===== src/rtl/gpio_setclr_regs.sv =====
module gpio_setclr_regs #(
  parameter int NPINS   = 28,
  parameter int LO_PINS = 16
) (
  input  logic             clk,
  input  logic             rst_n,
  input  logic             wr_en,
  input  logic [7:0]       addr,
  input  logic [31:0]      wdata,
  output logic [31:0]      rdata,
  input  logic [NPINS-1:0] pin_in,
  output logic [NPINS-1:0] pin_out,
  output logic [NPINS-1:0] pin_oe,
  output logic [NPINS-1:0] pin_od,
  output logic [NPINS-1:0] pin_pu,
  output logic [NPINS-1:0] pin_pd,
  output logic [NPINS-1:0] pin_ie
);
  localparam int HALF    = LO_PINS;
  localparam int HI_PINS = NPINS - LO_PINS;
  localparam int NFEAT   = 6;
  localparam logic [2:0] F_IE = 3'd5;

  logic [NPINS-1:0] feat [NFEAT];
  logic [NPINS-1:0] sync1, sync2;
  logic [NPINS-1:0] set_v, clr_v, src;
  logic [2:0]       feat_sel;
  logic             feat_hit, rb_hit;
  logic             bank_hi;
  logic [HALF-1:0]  bank_val;

  assign bank_hi = addr[7];

  always_comb begin
    feat_hit = 1'b1;
    feat_sel = 3'd0;
    case (addr[6:0])
      7'h00:   feat_sel = 3'd0;
      7'h04:   feat_sel = 3'd1;
      7'h08:   feat_sel = 3'd2;
      7'h18:   feat_sel = 3'd3;
      7'h1C:   feat_sel = 3'd4;
      7'h20:   feat_sel = F_IE;
      default: feat_hit = 1'b0;
    endcase
  end

  assign rb_hit = (addr[6:0] == 7'h30);

  for (genvar p = 0; p < NPINS; p++) begin : g_pin
    localparam int  BITN = (p >= LO_PINS) ? p - LO_PINS : p;
    localparam logic IN_HI = (p >= LO_PINS);
    assign set_v[p] = wr_en && feat_hit && (bank_hi == IN_HI) &&  wdata[BITN] && !wdata[BITN+HALF];
    assign clr_v[p] = wr_en && feat_hit && (bank_hi == IN_HI) && !wdata[BITN] &&  wdata[BITN+HALF];
  end

  always_ff @(posedge clk) begin
    for (int i = 0; i < NFEAT; i++) begin
      if (!rst_n)
        feat[i] <= '0;
      else if (feat_hit && feat_sel == 3'(i))
        feat[i] <= (feat[i] | set_v) & ~clr_v;
    end
  end

  always_ff @(posedge clk) begin
    if (!rst_n) begin
      sync1 <= '0;
      sync2 <= '0;
    end else begin
      sync1 <= pin_in;
      sync2 <= sync1;
    end
  end

  always_comb begin
    if (rb_hit)        src = sync2 & feat[F_IE];
    else if (feat_hit) src = feat[feat_sel];
    else               src = '0;
    if (bank_hi) bank_val = {{(HALF-HI_PINS){1'b0}}, src[NPINS-1:LO_PINS]};
    else         bank_val = src[HALF-1:0];
  end

  assign rdata   = {{(32-HALF){1'b0}}, bank_val};
  assign pin_out = feat[0];
  assign pin_oe  = feat[1];
  assign pin_od  = feat[2];
  assign pin_pu  = feat[3];
  assign pin_pd  = feat[4];
  assign pin_ie  = feat[F_IE];

  AST_SET_LO_BIT0: assert property (@(posedge clk) disable iff (!rst_n)
    (wr_en && addr == 8'h00 && wdata[0] && !wdata[16]) |=> pin_out[0]);
  AST_CLR_OE_BIT0: assert property (@(posedge clk) disable iff (!rst_n)
    (wr_en && addr == 8'h04 && wdata[16] && !wdata[0]) |=> !pin_oe[0]);
  AST_IDLE_HOLD: assert property (@(posedge clk) disable iff (!rst_n)
    !wr_en |=> ($stable(pin_out) && $stable(pin_oe) && $stable(pin_od)
                && $stable(pin_pu) && $stable(pin_pd) && $stable(pin_ie)));
  AST_BOTH_HOLD: assert property (@(posedge clk) disable iff (!rst_n)
    (wr_en && addr == 8'h80 && wdata[0] && wdata[16]) |=> $stable(pin_out[LO_PINS]));
  AST_RB_GATED: assert property (@(posedge clk) disable iff (!rst_n)
    (addr == 8'h30 && !pin_ie[0]) |-> !rdata[0]);
  AST_RB_READONLY: assert property (@(posedge clk) disable iff (!rst_n)
    (wr_en && addr[6:0] == 7'h30) |=> ($stable(pin_out) && $stable(pin_oe) && $stable(pin_ie)));
endmodule


===== config.mk =====
export PLATFORM = sky130hd
export DESIGN_NAME = gpio_setclr_regs
export DESIGN_NICKNAME = d
export VERILOG_FILES = /design/src/rtl/gpio_setclr_regs.sv
export SDC_FILE = /design/constraint.sdc
export NUM_CORES = 1
export LEC_CHECK = 0
export BUFFER_PORTS_ARGS = -buffer_cell sky130_fd_sc_hd__buf_4
export CAP_MARGIN = 40
export CORE_ASPECT_RATIO = 0.7
export CORE_MARGIN = 3
export CORE_UTILIZATION = 26
export DETAILED_ROUTE_END_ITERATION = 16
export HOLD_SLACK_MARGIN = 0.12
export PLACE_DENSITY = 0.46
export REMOVE_ABC_BUFFERS = 1
export SETUP_SLACK_MARGIN = 0.5
export SYNTH_ARGS = -nofsm -noshare
export SYNTH_HDL_FRONTEND = slang
export SYNTH_SLANG_ARGS = --single-unit

===== constraint.sdc =====
create_clock -name clk -period 4.3 [get_ports clk]
set_input_delay 0.43 -clock clk [delete_from_list [all_inputs] [get_ports clk]]
set_output_delay 0.43 -clock clk [all_outputs]
set_load 0.005 [all_outputs]

==> metrics.txt <==
status finished, final reports clean; total grt overflow 0; commonest non-fill, non-tap cells in the layout buf_4, a21oi_1, edfxtp_1; headroom to the max-slew limit 36.5%; register area share after synthesis 49.3%; FF-to-FF setup slack 3110 ps; Most used DFF post-synth edfxtp_1; Port Buf Inserts 254; worst hold path depth 3; wire per inst 25.5 µm; post-detail-place hpwl 36.4 mm; die area 50800 µm²; YS warnings 0; endpoints failing hold 0; # DRC 0; Pwr Total 5.38 mW; share of cells above drive strength 1 24.2%; synthesized cell area 12500 µm²; final wirelength 54.4 mm; Worst Hold Slack 315 ps; Core Box Area 47000 µm²; largest net degree at the start of global routing 57; overall routing resource usage 20.7%; vias in the first global route 10.7k; critical path class input port to output port; fin crit period 3540 ps; EDFF count, synth 168; FF-to-FF End feat[4][19]; Worst-path clk slew 60 ps; CTS tree done; max-cap viol count 0; IO Count 271; CP startpoint kind input port; H-Tree Level Count 1; Hold Path Class input port to flip-flop; Hold EP feat[5][13]; WP data arrival 3110 ps; power per cell area 333 nW/µm²; setup TNS 0 ps; fin crit share 82.4%; area grow syn2layout 29.3%; Die X 268 µm; CTS max path bufs 3; R2R cell count 3; Post CTS Setup Buffer Count 0; Clock Latency Late Sink 550 ps; row cnt 66; RSZ-0062 raised after global routing no; #FFs+latches synth 224; CTS resizes 0; CP required 3870 ps; ys async rst share 0%; Unique masters post-synth 49; Core Util, Final 34.4%; VDD IR max 0.212 mV; Mapped Cells 1271; max-slew violations 0; fin worst setup slack 757 ps; commonest non-fill, non-tap cell in the layout buf_4; worst r2r src feat[4][19]; clk sinks 224; via count 11.3k; first-pass GRT wire length 77.3 mm; Static Leak 6.35 nW; Post-Route Skew 12.1 ps; clock buffer count from CTS 26; final net count 1571; setup violators final 0; vias per std cell 5.32; initial antenna violation count 2; violation count after the first detailed-route iteration 1031; CTS root buf clkbuf_16; dpl ws 795 ps; crit-path max FO 37; Post-DRT Antenna Nets 0; FILL cells 4692; Die Ht 189 µm; crit end category output port; DRT Pass-1 Iters 5; Placer Congestion 0.781; hold_sp wdata[29]; initial core utilization 26.6%; Fmax 282 MHz; Syn Area/Cell 9.84 µm²; Tightest Pin Transition 953 ps
==> where the power goes <==
part	leakage, nW	internal [mW]	total, mW	switching [mW]
clock network	0.418	1.31	2.28	0.964
logic	3.73	0.287	0.604	0.316
registers	2.20	2.40	2.50	0.0946
total	6.35	4.01	5.38	1.38
==> metal layers <==
metal,part of all wire (%),global-route usage (%),up-vias
met5,0.017,0,-
met4,2.1,5.01,2
met3,7.1,4.13,77
met2,45,32.5,448
met1,46,29.2,5624
li1,-,-,5191
==> per-stage QoR <==
stage | cells | area, µm²
floorplan | 1155 | 11900
detailed placement | 2056 | 15000
CTS | 2132 | 16200
finish | 2133 | 16200
global route | 2133 | 16200
global placement | 2052 | 14900
==> final cells by class <==
cell class | count | area [µm²] | share of cell area [%]
diodes | 1 | 2.50 | 0.0155
clock buffers | 44 | 832 | 5.15
clock inverters | 4 | 23.8 | 0.147
inverters | 5 | 18.8 | 0.116
multi-input cells | 926 | 5820 | 36.0
flip-flops and latches | 224 | 6170 | 38.1
well taps | 612 | 766 | 4.74
repair buffers | 317 | 2530 | 15.7
==> Yosys cell counts (all sizes together), types with 2 or more instances <==
| cell type | n | area [µm²] |
|---|---|---|
| xnor2 | 2 | 17.5 |
| a2111oi | 2 | 17.5 |
| o22ai | 49 | 307 |
| nand2b | 30 | 188 |
| o21a | 2 | 15.0 |
| o221ai | 25 | 219 |
| o2bb2ai | 84 | 736 |
| mux2 | 5 | 56.3 |
| o21ai | 21 | 105 |
| nor2b | 77 | 482 |
| a221oi | 11 | 96.3 |
| or2 | 4 | 25.0 |
| a221o | 2 | 20.0 |
| buf | 64 | 375 |
| o22a | 2 | 17.5 |
| dfxtp | 56 | 1120 |
| a21oi | 172 | 861 |
| and2 | 73 | 457 |
| nand3 | 7 | 35.0 |
| o21bai | 96 | 721 |
| clkbuf | 67 | 251 |
| mux2i | 12 | 120 |
| inv | 5 | 18.8 |
| and3 | 12 | 75.1 |
| edfxtp | 168 | 5040 |
| nand2 | 131 | 492 |
| nand4bb | 2 | 22.5 |
| nor4b | 4 | 50.1 |
| a31oi | 14 | 87.6 |
| o31ai | 2 | 15.0 |
| o31a | 11 | 96.3 |
| nor3 | 4 | 25.0 |
| or3 | 4 | 25.0 |
| nor2 | 31 | 116 |
| o221a | 11 | 124 |
| a32oi | 2 | 17.5 |
==> repair_timing <==
action,4_1_cts,5_1_grt
endpoints found under the hold margin,28,0
hold buffers,28,0
endpoints found under the setup margin,0,0
==> cells by family (layout without fill, tap and decap cells) <==
| kind of cell | after synthesis | in the layout | share of synthesized area, % |
|---|---|---|---|
| DFF | 224 | 224 | 49.3 |
| and+or+nand+nor | 382 | 382 | 16.1 |
| muxes | 17 | 17 | 1.41 |
| AOI/OAI and AO/OA | 509 | 509 | 27.8 |
| buffers and inverters | 136 | 370 | 5.16 |
| xor gates and xnor gates | 2 | 2 | 0.140 |
| other | 1 | 17 | 0.0300 |
==> how the worst max path moves through the flow <==
stage | startpoint | to | slack, ps | cells past startpoint
after floorplan | addr[1] | feat[5][16] | -400 | 6
after global placement | addr[1] | rdata[3] | 860 | 8
after detailed placement | addr[3] | rdata[3] | 800 | 8
after CTS | addr[3] | rdata[3] | 790 | 8
after global routing | addr[3] | rdata[3] | 660 | 8
final | addr[3] | rdata[3] | 760 | 8
==> registers in the layout (all words and copies together) (netlist names) <==
name   count
sync2     28
feat     168
sync1     28
==> worst max-delay path, cell delays in order <==
cell	delay, ps
buf_4	340
or3b_2	610
or3_1	600
buf_4	370
o221ai_1	230
o22ai_1	150
o2bb2ai_1	190
buf_4	170
Note: power is estimated with default switching activity, not from simulation.
